## config.mk

```make
export PLATFORM = sky130hd
export DESIGN_NAME = pcpwm_timer
export DESIGN_NICKNAME = d
export VERILOG_FILES = /design/src/rtl/pcpwm_timer.sv
export SDC_FILE = /design/constraint.sdc
export NUM_CORES = 1
export LEC_CHECK = 0
export BUFFER_PORTS_ARGS = -buffer_cell sky130_fd_sc_hd__buf_2
export CORE_UTILIZATION = 55
export CTS_CLUSTER_SIZE = 40
export DETAILED_ROUTE_END_ITERATION = 8
export PLACE_DENSITY = 0.88
export SLEW_MARGIN = 20
export SYNTH_ARGS = -nofsm -noshare
export SYNTH_HDL_FRONTEND = slang
export SYNTH_SLANG_ARGS = --single-unit
```

## constraint.sdc

```tcl
create_clock -name clk -period 3.9 [get_ports clk]
set_input_delay 0.975 -clock clk [delete_from_list [all_inputs] [get_ports clk]]
set_output_delay 0.975 -clock clk [all_outputs]
set_load 0.01 [all_outputs]
```

## src/rtl/pcpwm_timer.sv

```systemverilog
module pcpwm_timer #(
  parameter int W = 8
) (
  input  logic         clk,
  input  logic         rst,
  input  logic [2:0]   div_sel,
  input  logic         duty_wr,
  input  logic [W-1:0] duty_in,
  input  logic         pol_inv,
  input  logic         pin_en,
  input  logic         zero_clr,
  input  logic         match_clr,
  output logic         pwm_out,
  output logic [W-1:0] count,
  output logic         zero_flag,
  output logic         match_flag
);
  localparam int PW = 10;
  localparam logic [W-1:0] TOP = '1;
  localparam logic [W-1:0] BOT = '0;

  logic [PW-1:0] pre;
  logic          tick;
  logic          up, up_n;
  logic          lvl, lvl_n;
  logic [W-1:0]  cnt_n, hold, act, act_n;

  always_comb begin
    case (div_sel)
      3'd1:    tick = 1'b1;
      3'd2:    tick = &pre[2:0];
      3'd3:    tick = &pre[5:0];
      3'd4:    tick = &pre[7:0];
      3'd5:    tick = &pre[9:0];
      default: tick = 1'b0;
    endcase
  end

  assign cnt_n = up ? count + 1'b1 : count - 1'b1;
  assign up_n  = (cnt_n == TOP) ? 1'b0 : (cnt_n == BOT) ? 1'b1 : up;
  assign act_n = (cnt_n == TOP) ? hold : act;

  always_comb begin
    if (act_n == BOT)        lvl_n = 1'b0;
    else if (act_n == TOP)   lvl_n = 1'b1;
    else if (cnt_n == TOP)   lvl_n = 1'b0;
    else if (cnt_n == act_n) lvl_n = ~up;
    else                     lvl_n = lvl;
  end

  always_ff @(posedge clk) begin
    if (rst) begin
      pre        <= '0;
      count      <= BOT;
      up         <= 1'b1;
      hold       <= BOT;
      act        <= BOT;
      lvl        <= 1'b0;
      zero_flag  <= 1'b0;
      match_flag <= 1'b0;
    end else begin
      pre <= pre + 1'b1;
      if (duty_wr) hold <= duty_in;
      if (tick) begin
        count <= cnt_n;
        up    <= up_n;
        act   <= act_n;
        lvl   <= lvl_n;
      end
      zero_flag  <= (zero_flag & ~zero_clr) | (tick & (cnt_n == BOT));
      match_flag <= (match_flag & ~match_clr) | (tick & (cnt_n == act_n));
    end
  end

  assign pwm_out = pin_en & (lvl ^ pol_inv);
endmodule

```

== After elaboration in Yosys (flattened, before gate mapping) ==
Index checks and enable logic that the tools add are counted.

* Bits in registers: 38
* Bits of input ports: 18
* Logic and storage cells: 49

* Add/sub/neg operators: 3
* Eq/ne operators: 8
* Mux-type cells: 9
* Bitwise gates (word level): 11
* Reductions and logical operators: 10

{| class="wikitable"
|+ Operator list
! operator !! number
|-
| $eq A8 B8 Y1 const B || 2
|-
| $logic_not A8 Y1 || 2
|-
| $mux W8 || 2
|-
| $add A10 B1 Y10 const B || 1
|-
| $reduce_and A10 Y1 || 1
|-
| $add A8 B1 Y8 const B || 1
|-
| $eq A8 B8 Y1 || 1
|-
| $reduce_and A8 Y1 || 1
|-
| $sub A8 B1 Y8 const B || 1
|-
| $eq A3 B2 Y1 const B || 2
|-
| $eq A3 B3 Y1 const B || 2
|-
| $mux W1 || 6
|-
| $reduce_and A6 Y1 || 1
|-
| $and A1 B1 Y1 || 5
|-
| $pmux W1 S5 || 1
|-
| $reduce_and A2 Y1 || 2
|-
| $reduce_bool A4 Y1 || 1
|-
| $eq A3 B1 Y1 const B || 1
|-
| $not A1 Y1 || 3
|-
| $reduce_and A3 Y1 || 1
|-
| $or A1 B1 Y1 || 2
|-
| $reduce_bool A2 Y1 || 1
|-
| $xor A1 B1 Y1 || 1
|}

== Longest topological paths before layout ==
Gate-level depths: netlist of the first run.

* Word-level depth: 9
* Mapped depth: 12
* Gate-level depth less buffers: 12

== Worst setup path after synthesis of the first run ==
OpenSTA, ideal clock, no wires.

* Path type: register to register
* From: register count[0]
* To: register lvl
* Library setup time: 86 ps
* Arrival time: 3181 ps
* Path slack: 633 ps
* Cell stages (with the launch flop): 12
* Buffers on the path: 0
* Cell sequence: dfxtp_1 inv_1 fa_1 nor2b_1 a2111oi_0 a21bo_2 nor4_4 nand2_4 mux2_4 o211a_1 a31o_1 a221oi_2

* Cells in the longest elaborated chain, start to end: 7

{| class="wikitable"
|+ Ends and longest elaborated chain
! element !! line !! source
|-
| from (decl) || 14 || <nowiki>output logic [W-1:0] count,</nowiki>
|-
| from (signal assigned) || 65 || <nowiki>count <= cnt_n;</nowiki>
|-
| $sub A8 B1 Y8 / $add A8 B1 Y8 (equally long branches) || 39 || <nowiki>assign cnt_n = up ? count + 1'b1 : count - 1'b1;</nowiki>
|-
| $mux W8 (*) || 39 ||
|-
| net cnt_n[0] || 26 || <nowiki>logic [W-1:0] cnt_n, hold, act, act_n;</nowiki>
|-
| $eq A8 B8 Y1 || 41, 46 ||
|-
| $mux W8 || 41 || <nowiki>assign act_n = (cnt_n == TOP) ? hold : act;</nowiki>
|-
| $eq A8 B8 Y1 (tied with other cells) || 45 || <nowiki>else if (act_n == TOP) lvl_n = 1'b1;</nowiki>
|-
| $reduce_bool A4 Y1 (no source line) / $mux W1 (equally long branches) || -- ||
|-
| $reduce_and A2 Y1 (no source line) / $mux W1 (equally long branches) || -- ||
|-
| to (signal assigned) || 68 || <nowiki>lvl <= lvl_n;</nowiki>
|-
| to (decl) || 25 || <nowiki>logic lvl, lvl_n;</nowiki>
|}

Mark *: on every way through the listed nets, which the timed path passes. The rest lies on a longest branch.
A chain may end at the register's enable or synchronous reset.

== Final worst setup path of the first run ==
* From: register up
* To: register lvl

* Cells in the longest elaborated chain, start to end: 6

{| class="wikitable"
|+ Ends and longest elaborated chain
! element !! line !! source
|-
| from (decl) || 24 || <nowiki>logic up, up_n;</nowiki>
|-
| from (signal assigned) || 66 || <nowiki>up <= up_n;</nowiki>
|-
| $mux W8 || 39 ||
|-
| $eq A8 B8 Y1 || 41, 46 ||
|-
| $mux W8 || 41 ||
|-
| $eq A8 B8 Y1 (tied with other cells) || 45 ||
|-
| $reduce_bool A4 Y1 (no source line) / $mux W1 (equally long branches) || -- ||
|-
| $reduce_and A2 Y1 (no source line) / $mux W1 (equally long branches) || -- ||
|}

Parallel ways exist; a longest one is shown, timed or not. The select of a mux whose other input is x is not followed.

==> impl_metrics.tcl, run 1 <==
set metrics [dict create \
    hpwlAfterDp_mm 3.46 \
    rsz0062_at_grt "false" \
    cp.required_ns 4.11 \
    maxCapViolations 0 \
    cts_tree "built" \
    crit_start "up" \
    synth_area_leaders "dfxtp_1 (35%), mux2i_1 (8.6%), nor2_1 (8.0%)" \
    antenna_found_initial 0 \
    row_count 22 \
    reg2reg_to "lvl" \
    area_growth_pct 12.8 \
    grt_overflow 0 \
    peakVddDrop_uv 376 \
    layout_commonest_cell "nor2_1" \
    synth-warning-count 0 \
    nets 312 \
    reg2reg_depth 11 \
    grt_first_pass_wirelength_mm 7.81 \
    tightest_slew_ns 0.677 \
    min_from "pre[0]" \
    period_needed_ns 3.54 \
    synth-async-reset-ratio_pct 0 \
    synth_cells 253 \
    fmax_ghz 0.282 \
    die_x_um 65.3 \
    grt_pass1_vias 1754 \
    grt_max_degree 39 \
    ctsRootBufferMaster "clkbuf_8" \
    viasPerCell 5.83 \
    routed_wl_mm 4.64 \
    synth-simple-area-share_pct 25.3 \
    syn_nets 282 \
    synth-seq-area-share_pct 34.5 \
    cts_made_buffers 5 \
    place_ws_ns 0.354 \
    worstSetupEndpointType "register" \
    port_buffers 28 \
    yosys.area.top_type_share_pct 34.5 \
    hold_path_class "register to register" \
    cts.sinks 38 \
    finalHoldViolCount 0 \
    status "complete, no violations" \
    synth-main-ff-cell "dfxtp_1" \
    remaining_drc_errors 0 \
    clk_pin_slew_worst_paths_ns 0.08 \
    startpoint_type "register" \
    synth_adder_area_share_pct 6.59 \
    drv_slew 0 \
    max_slew_margin_pct 54.8 \
    syn_area_um2 2200 \
    coreArea_um2 3740 \
    initial_core_util_pct 58.8 \
    yosys.area.top_type "dfxtp_1" \
    power.leakage_nw 1.12 \
    die-height_um 65.3 \
    p_per_area_nw_per_um2 302 \
    routedWlPerCell_um 14.0 \
    fin_skew_ns 0.00574 \
    clk-insertion-delay-late_ns 0.30 \
    cts.path.max_buffers 2 \
    synth_top_family_by_area "simple AND/OR/NAND/NOR gates" \
    setup-tns-final_ns 0 \
    die_area_um2 4260 \
    synth_edf_count 0 \
    hold_end "pre[0]" \
    synth.avg_cell_area_um2 8.70 \
    drive_above_1_share_pct 17.6 \
    layout_common_cells "nor2_1 (47), dfxtp_1 (38), buf_2 (28), mux2i_1 (19), a21oi_1 (11)" \
    setup_ws_ns 0.358 \
    crit_type "register to register" \
    cts_hold_buffers 0 \
    first_iter_violations 98 \
    synth_cell_type_count 55 \
    ant_nets 0 \
    synth.area.mux_share_pct 9.32 \
    place.gp.congestion 0.949 \
    drt_pre_antenna_iters 4 \
    vias 1936 \
    period_share_pct 90.8 \
    synth_compound_area_share_pct 15.9 \
    cp_max_fo 9 \
    pin_count 29 \
    cts_max_level 2 \
    r2r_setup_slack_ns 0.36 \
    setup_viol 0 \
    holdPathStages 1 \
    synth_xor_area_share_pct 5.97 \
    grtUsageTotal_pct 24.0 \
    post_cts_resized 0 \
    critPathArrivalTime_ns 3.75 \
    ys_ff_latch 38 \
    r2r-start "up" \
    n_antenna_cell 0 \
]
## what timing repair did
action                                  CTS  global route
setup buffers                             0             0
endpoints found under the setup margin    0             1
hold endpoints to repair                  0             0
## layout make-up
type	instances	area [um^2]
timing repair buffer	30	155
multi-input combinational	201	1390
tap	48	60.1
clock buffer	6	82.6
inverter	7	26.3
fill	318	1260
sequential	38	761
clock inverter	2	12.5
## flip-flops by register name, indices dropped and copies added, names as in the netlist
name and count:
hold 8, match_flag 1, act 8, up 1, zero_flag 1, pre 10, lvl 1, count 8
## stage by stage
step | area, um^2 | total power [mW] | hold WS, ns | util [%] | instances
final | 2480 | 0.751 | 0.471 | 66.4 | 332
after CTS | 2480 | 0.756 | 0.467 | 66.4 | 332
after global routing | 2480 | 0.785 | 0.500 | 66.4 | 332
after global placement | 2390 | 0.474 | 0.441 | 63.8 | 324
after detailed placement | 2390 | 0.475 | 0.449 | 63.8 | 324
after floorplan | 2200 | 0.455 | 0.426 | - | 253
## per-layer routing
metal	vias up	part of all wire (%)	track usage [%]
met5	-	0	0
met4	0	2.8	13.3
met3	12	5.1	5.21
met2	55	46	37.5
met1	895	46	30.6
li1	974	-	-
## how the worst max path moves through the flow
stage,end,slack [ns],depth (start not counted)
after CTS,lvl,0.33,11
after global routing,lvl,0.1,11
after floorplan,lvl,0.63,11
final,lvl,0.36,11
after global placement,lvl,0.54,11
after detailed placement,lvl,0.35,11
## cells in the mapped netlist, drive strengths merged (2+ instances only)
library cell  count
xor2              6
o211a             2
dfxtp            38
a21oi            11
a311oi            2
nor4              4
nor2b             7
or3               2
nor2             48
a211o             3
nand2b            5
inv               7
nand4             6
o2111a            2
nand3             9
xnor2             9
a21o              2
a2111oi           2
or2               5
nand3b            2
and3              3
ha               10
mux2i            19
nor3              2
nand4b            2
nand2            11
o21ai             6
clkbuf            6
## critical path, stage by stage (launching register included)
cell and delay, ns:
dfxtp_1 0.41, inv_1 0.17, ha_1 0.35, a211o_1 0.35
a41o_1 0.29, o221a_2 0.32, nor4_4 0.49, nand2_4 0.15
mux2_4 0.32, o211a_1 0.22, a31o_1 0.18, a221oi_2 0.22
## power by group
group | switching (mW) | leakage, nW | total, mW | internal (mW)
Sequential | 0.0109 | 0.309 | 0.408 | 0.397
Combinational | 0.0304 | 0.761 | 0.0585 | 0.0281
Clock | 0.143 | 0.0472 | 0.285 | 0.142
## kinds of logic (layout without fill, tap and decap cells)
kind of cell               Yosys count  after routing
buffers and inverters               14             45
DFF                                 38             38
and+or+nand+nor                    109            109
adders and majority gates           11             11
muxes                               20             20
xor gates and xnor gates            15             15
AOI/OAI and AO/OA                   46             46
Power figures use the tool's default switching activity.
==> run 2, diff against run 1 <==
--- a/config.mk
+++ b/config.mk
@@ -9,6 +9,7 @@
 export CORE_UTILIZATION = 55
 export CTS_CLUSTER_SIZE = 40
 export DETAILED_ROUTE_END_ITERATION = 8
+export MAX_ROUTING_LAYER = met4
 export PLACE_DENSITY = 0.88
 export SLEW_MARGIN = 20
 export SYNTH_ARGS = -nofsm -noshare
==> run 2 against run 1 <==
Critical path depth is the same. Die area is the same. Global-route usage is 0.85 points higher. Utilization fell by 0.13 points. Clock skew fell by 0.0016 ns. Sequential power about the same. Clock power about the same. Critical path type unchanged.
==> impl_metrics.tcl, run 2 (same netlist as run 1, synthesis figures left out) <==
set metrics [dict create \
    status "complete, no violations" \
    place_area_um2 2380 \
    cts_made_buffers 5 \
    top_register "pre" \
    final_cell_area_um2 2480 \
    grt_pass1_vias 1759 \
    place.gp.congestion 0.960 \
    crit_start "up" \
    die_x_um 65.3 \
    cp.required_ns 4.11 \
    reg2reg_depth 11 \
    cts_tree "built" \
    antenna_found_initial 0 \
    cp_max_fo 9 \
    largest_register_ff_count 10 \
    place_ws_ns 0.433 \
    final-seq-area_um2 761 \
    drt_pre_antenna_iters 4 \
    cts_max_level 2 \
    grt_max_degree 39 \
    layout_commonest_cell "nor2_1" \
    grt_overflow 0 \
    drive_above_1_share_pct 17.7 \
    die-height_um 65.3 \
    crit_slowest_cell "nor4_4" \
    period_share_pct 90.8 \
    finalHoldViolCount 0 \
    startpoint_type "register" \
    r2r-start "up" \
    routedWlPerCell_um 14.2 \
    viasPerCell 5.86 \
    cts_hold_buffers 0 \
    cts.path.max_buffers 2 \
    layout_common_cells "nor2_1 (46), dfxtp_1 (38), buf_2 (28), mux2i_1 (19), a21oi_1 (11)" \
    routed_wl_mm 4.71 \
    nets 311 \
    slowest_delay_ns 0.50 \
    drv_slew 0 \
    grtUsageTotal_pct 24.9 \
    maxCapViolations 0 \
    rsz0062_at_grt "false" \
    setup_viol 0 \
    vias 1941 \
    power.leakage_nw 1.11 \
    coreArea_um2 3740 \
    crit_type "register to register" \
    clk-insertion-delay-late_ns 0.30 \
    area_growth_pct 12.6 \
    row_count 22 \
    fin_skew_ns 0.00412 \
    reg2reg_to "lvl" \
    cts_setup_buffers 0 \
    endpoint "lvl" \
    pin_count 29 \
    ctsRootBufferMaster "clkbuf_8" \
    setup_ws_ns 0.359 \
    die_area_um2 4260 \
    port_buffers 28 \
    multi_input_area_um2 1390 \
    period_needed_ns 3.54 \
    hpwlAfterDp_mm 3.46 \
    first_iter_violations 124 \
    critPathArrivalTime_ns 3.75 \
    fmax_ghz 0.282 \
    p_per_area_nw_per_um2 302 \
    crit_chain "inv_1, ha_1, o21a_1, a2111oi_0, a21bo_2, nor4_4, nand2_4, mux2_4, o211a_1, a31o_1, a221oi_2" \
    tightest_slew_ns 0.729 \
    setup-tns-final_ns 0 \
    ant_nets 0 \
    peakVddDrop_uv 253 \
    fillCellCount 326 \
    r2r_setup_slack_ns 0.36 \
    initial_core_util_pct 58.8 \
    grt_first_pass_wirelength_mm 7.87 \
    remaining_drc_errors 0 \
    worstSetupEndpointType "register" \
    clk_pin_slew_worst_paths_ns 0.07 \
    n_antenna_cell 0 \
    post_cts_resized 0 \
    cts.sinks 38 \
    hold_path_class "register to register" \
    max_slew_margin_pct 51.3 \
]
## run 2: metal layers
metal	global-route usage (%)	vias up	wire [um]
met1	30.7	891	2200
met3	4.51	15	243
li1	-	966	-
met5	-	-	0
met4	11.7	0	117
met2	39.3	69	2150
## run 2: critical path, delay by kind of cell (launching register included)
kind                       cells  cell delay [ns]
AOI/OAI and AO/OA              6             1.50
and+or+nand+nor                2             0.65
DFF                            1             0.41
adders and majority gates      1             0.38
muxes                          1             0.32
buffers and inverters          1             0.18
## run 2: worst min path at each step
stage,start,to,cells past startpoint
floorplan,pre[0],pre[0],1
global placement,pre[0],pre[0],1
detailed placement,pre[0],pre[0],1
CTS,pre[0],pre[0],1
global route,pre[0],pre[0],1
finish,pre[0],pre[0],1
## run 2: area by class of cell
| type | count | area share (%) |
|---|---|---|
| clock buffer | 6 | 3.33 |
| clock inverter | 2 | 0.505 |
| inverter | 7 | 1.06 |
| multi-input combinational | 201 | 56.1 |
| sequential | 38 | 30.7 |
| tap | 48 | 2.42 |
| timing repair buffer | 29 | 5.95 |
## run 2: stage by stage
step	utilization [%]	std cells	hold slack, ns	power, mW
floorplan	-	253	0.426	0.455
global placement	63.6	323	0.441	0.473
detailed placement	63.6	323	0.447	0.475
CTS	66.2	331	0.465	0.753
global route	66.2	331	0.496	0.783
finish	66.2	331	0.457	0.748
## run 2: where the power goes
group          internal [mW]  total, mW  switching (mW)  leakage, nW
Clock                  0.142      0.282           0.140       0.0472
Combinational         0.0277     0.0585          0.0308        0.757
Sequential             0.398      0.408          0.0108        0.309
==> run 3, diff against run 2 <==
==> constraint.sdc (replaced) <==
create_clock -name clk -period 4.4 [get_ports clk]
set_input_delay 1.1 -clock clk [delete_from_list [all_inputs] [get_ports clk]]
set_output_delay 1.1 -clock clk [all_outputs]
set_load 0.01 [all_outputs]
==> run 3 against run 2 <==
Sequential power decreased by 11%. Combinational power decreased by 11%. Register-to-register slack improved by 0.46 ns. Critical path depth unchanged. Clock power decreased by 14%. Total power decreased by 12%. Sequential share of layout area increased by 0.14 points. Flip-flop and latch count unchanged. Clock-buffer cell count increased by 1. Fmax decreased by 1.1%. Clock skew increased by 0.0033 ns. Die area unchanged. Critical path type unchanged.
==> impl_metrics.tcl, run 3 (same netlist as run 1, synthesis figures left out) <==
set metrics [dict create \
    worstSetupEndpointType "register" \
    fmax_ghz 0.279 \
    remaining_drc_errors 0 \
    ant_nets 0 \
    die_x_um 65.3 \
    cts_made_buffers 5 \
    ctsRootBufferMaster "clkbuf_8" \
    hpwlAfterDp_mm 3.45 \
    post_cts_resized 0 \
    coreArea_um2 3740 \
    max_slew_margin_pct 49.2 \
    finalHoldViolCount 0 \
    row_count 22 \
    hold_path_class "register to register" \
    setup_viol 0 \
    grt_first_pass_wirelength_mm 8.05 \
    peakVddDrop_uv 270 \
    pin_count 29 \
    layout_common_cells "nor2_1 (46), dfxtp_1 (38), buf_2 (28), mux2i_1 (19), a21oi_1 (11)" \
    port_buffers 28 \
    drt_pre_antenna_iters 4 \
    cp.required_ns 4.60 \
    drv_slew 0 \
    cts_setup_buffers 0 \
    area_growth_pct 12.1 \
    cp_max_fo 9 \
    largest_register_ff_count 10 \
    die_area_um2 4260 \
    tightest_slew_ns 0.742 \
    viasPerCell 5.86 \
    grtUsageTotal_pct 24.9 \
    period_needed_ns 3.58 \
    cts_max_level 2 \
    clk_pin_slew_worst_paths_ns 0.07 \
    status "complete, no violations" \
    critPathArrivalTime_ns 3.78 \
    clk-insertion-delay-late_ns 0.29 \
    power.leakage_nw 1.11 \
    rsz0062_at_grt "false" \
    fin_skew_ns 0.00743 \
    cts_hold_buffers 0 \
    fillCellCount 327 \
    setup-tns-final_ns 0 \
    vias 1935 \
    antenna_found_initial 0 \
    startpoint_type "register" \
    first_iter_violations 112 \
    initial_core_util_pct 58.8 \
    routedWlPerCell_um 14.4 \
    grt_max_degree 39 \
    final_core_util_pct 65.9 \
    grt_overflow 0 \
    top_register "pre" \
    maxCapViolations 0 \
    cts.sinks 38 \
    routed_wl_mm 4.76 \
    grt_pass1_vias 1774 \
    p_per_area_nw_per_um2 266 \
    layout_commonest_cell "nor2_1" \
    n_antenna_cell 0 \
    cts_tree "built" \
    period_share_pct 81.4 \
    crit_type "register to register" \
    cts.path.max_buffers 2 \
    place.gp.congestion 0.918 \
    die-height_um 65.3 \
    drive_above_1_share_pct 17.0 \
    nets 310 \
]
## run 3: cell types whose count changed in the layout (fill, tap and decap cells not counted), sizes merged
cell,delta
buf,-1
clkbuf,+1
clkinvlp,-1
## run 3: stage by stage
step | worst slack [ns] | power [mW] | std cells | cell area [um^2] | hold slack [ns]
after floorplan | 1.13 | 0.403 | 253 | 2200 | 0.426
after global placement | 1.05 | 0.419 | 322 | 2370 | 0.441
after detailed placement | 0.907 | 0.421 | 322 | 2370 | 0.466
after CTS | 0.851 | 0.662 | 330 | 2470 | 0.481
after global routing | 0.634 | 0.683 | 330 | 2470 | 0.507
final | 0.820 | 0.656 | 330 | 2470 | 0.473
## run 3: final cells by class
class,instances,area (um^2),share of cell area (%)
multi-input combinational,201,1390,56.3
sequential,38,761,30.8
timing repair buffer,28,140,5.68
clock buffer,7,86.3,3.50
clock inverter,1,5.00,0.203
inverter,7,26.3,1.06
tap,48,60.1,2.43
## run 3: routing by layer
metal | part of all wire [%] | track usage [%]
met1 | 44 | 30.5
met2 | 49 | 41.5
met3 | 5.9 | 4.17
met4 | 1.1 | 8.15
met5 | 0 | -
## run 3: power by group
group	internal [mW]	switching (mW)	total (mW)
Combinational	0.0246	0.0272	0.0518
Sequential	0.352	0.0100	0.362
Clock	0.126	0.115	0.242
## run 3: critical path, cell delays in order (launching register included)
cell and delay (ns):
dfxtp_1 0.42, inv_1 0.18, ha_1 0.38, o21a_1 0.23
a2111oi_0 0.37, a21bo_2 0.30, nor4_4 0.50, nand2_4 0.15
mux2_4 0.32, o211a_1 0.22, a31o_1 0.19, a221oi_2 0.22
## run 3: worst paths after layout
check | start | endpoint | slack [ns] | cells past startpoint
min reg2reg | pre[0] | pre[0] | 0.47 | 1
min | pre[0] | pre[0] | 0.47 | 1
max | up | lvl | 0.82 | 11
max reg2reg | up | lvl | 0.82 | 11
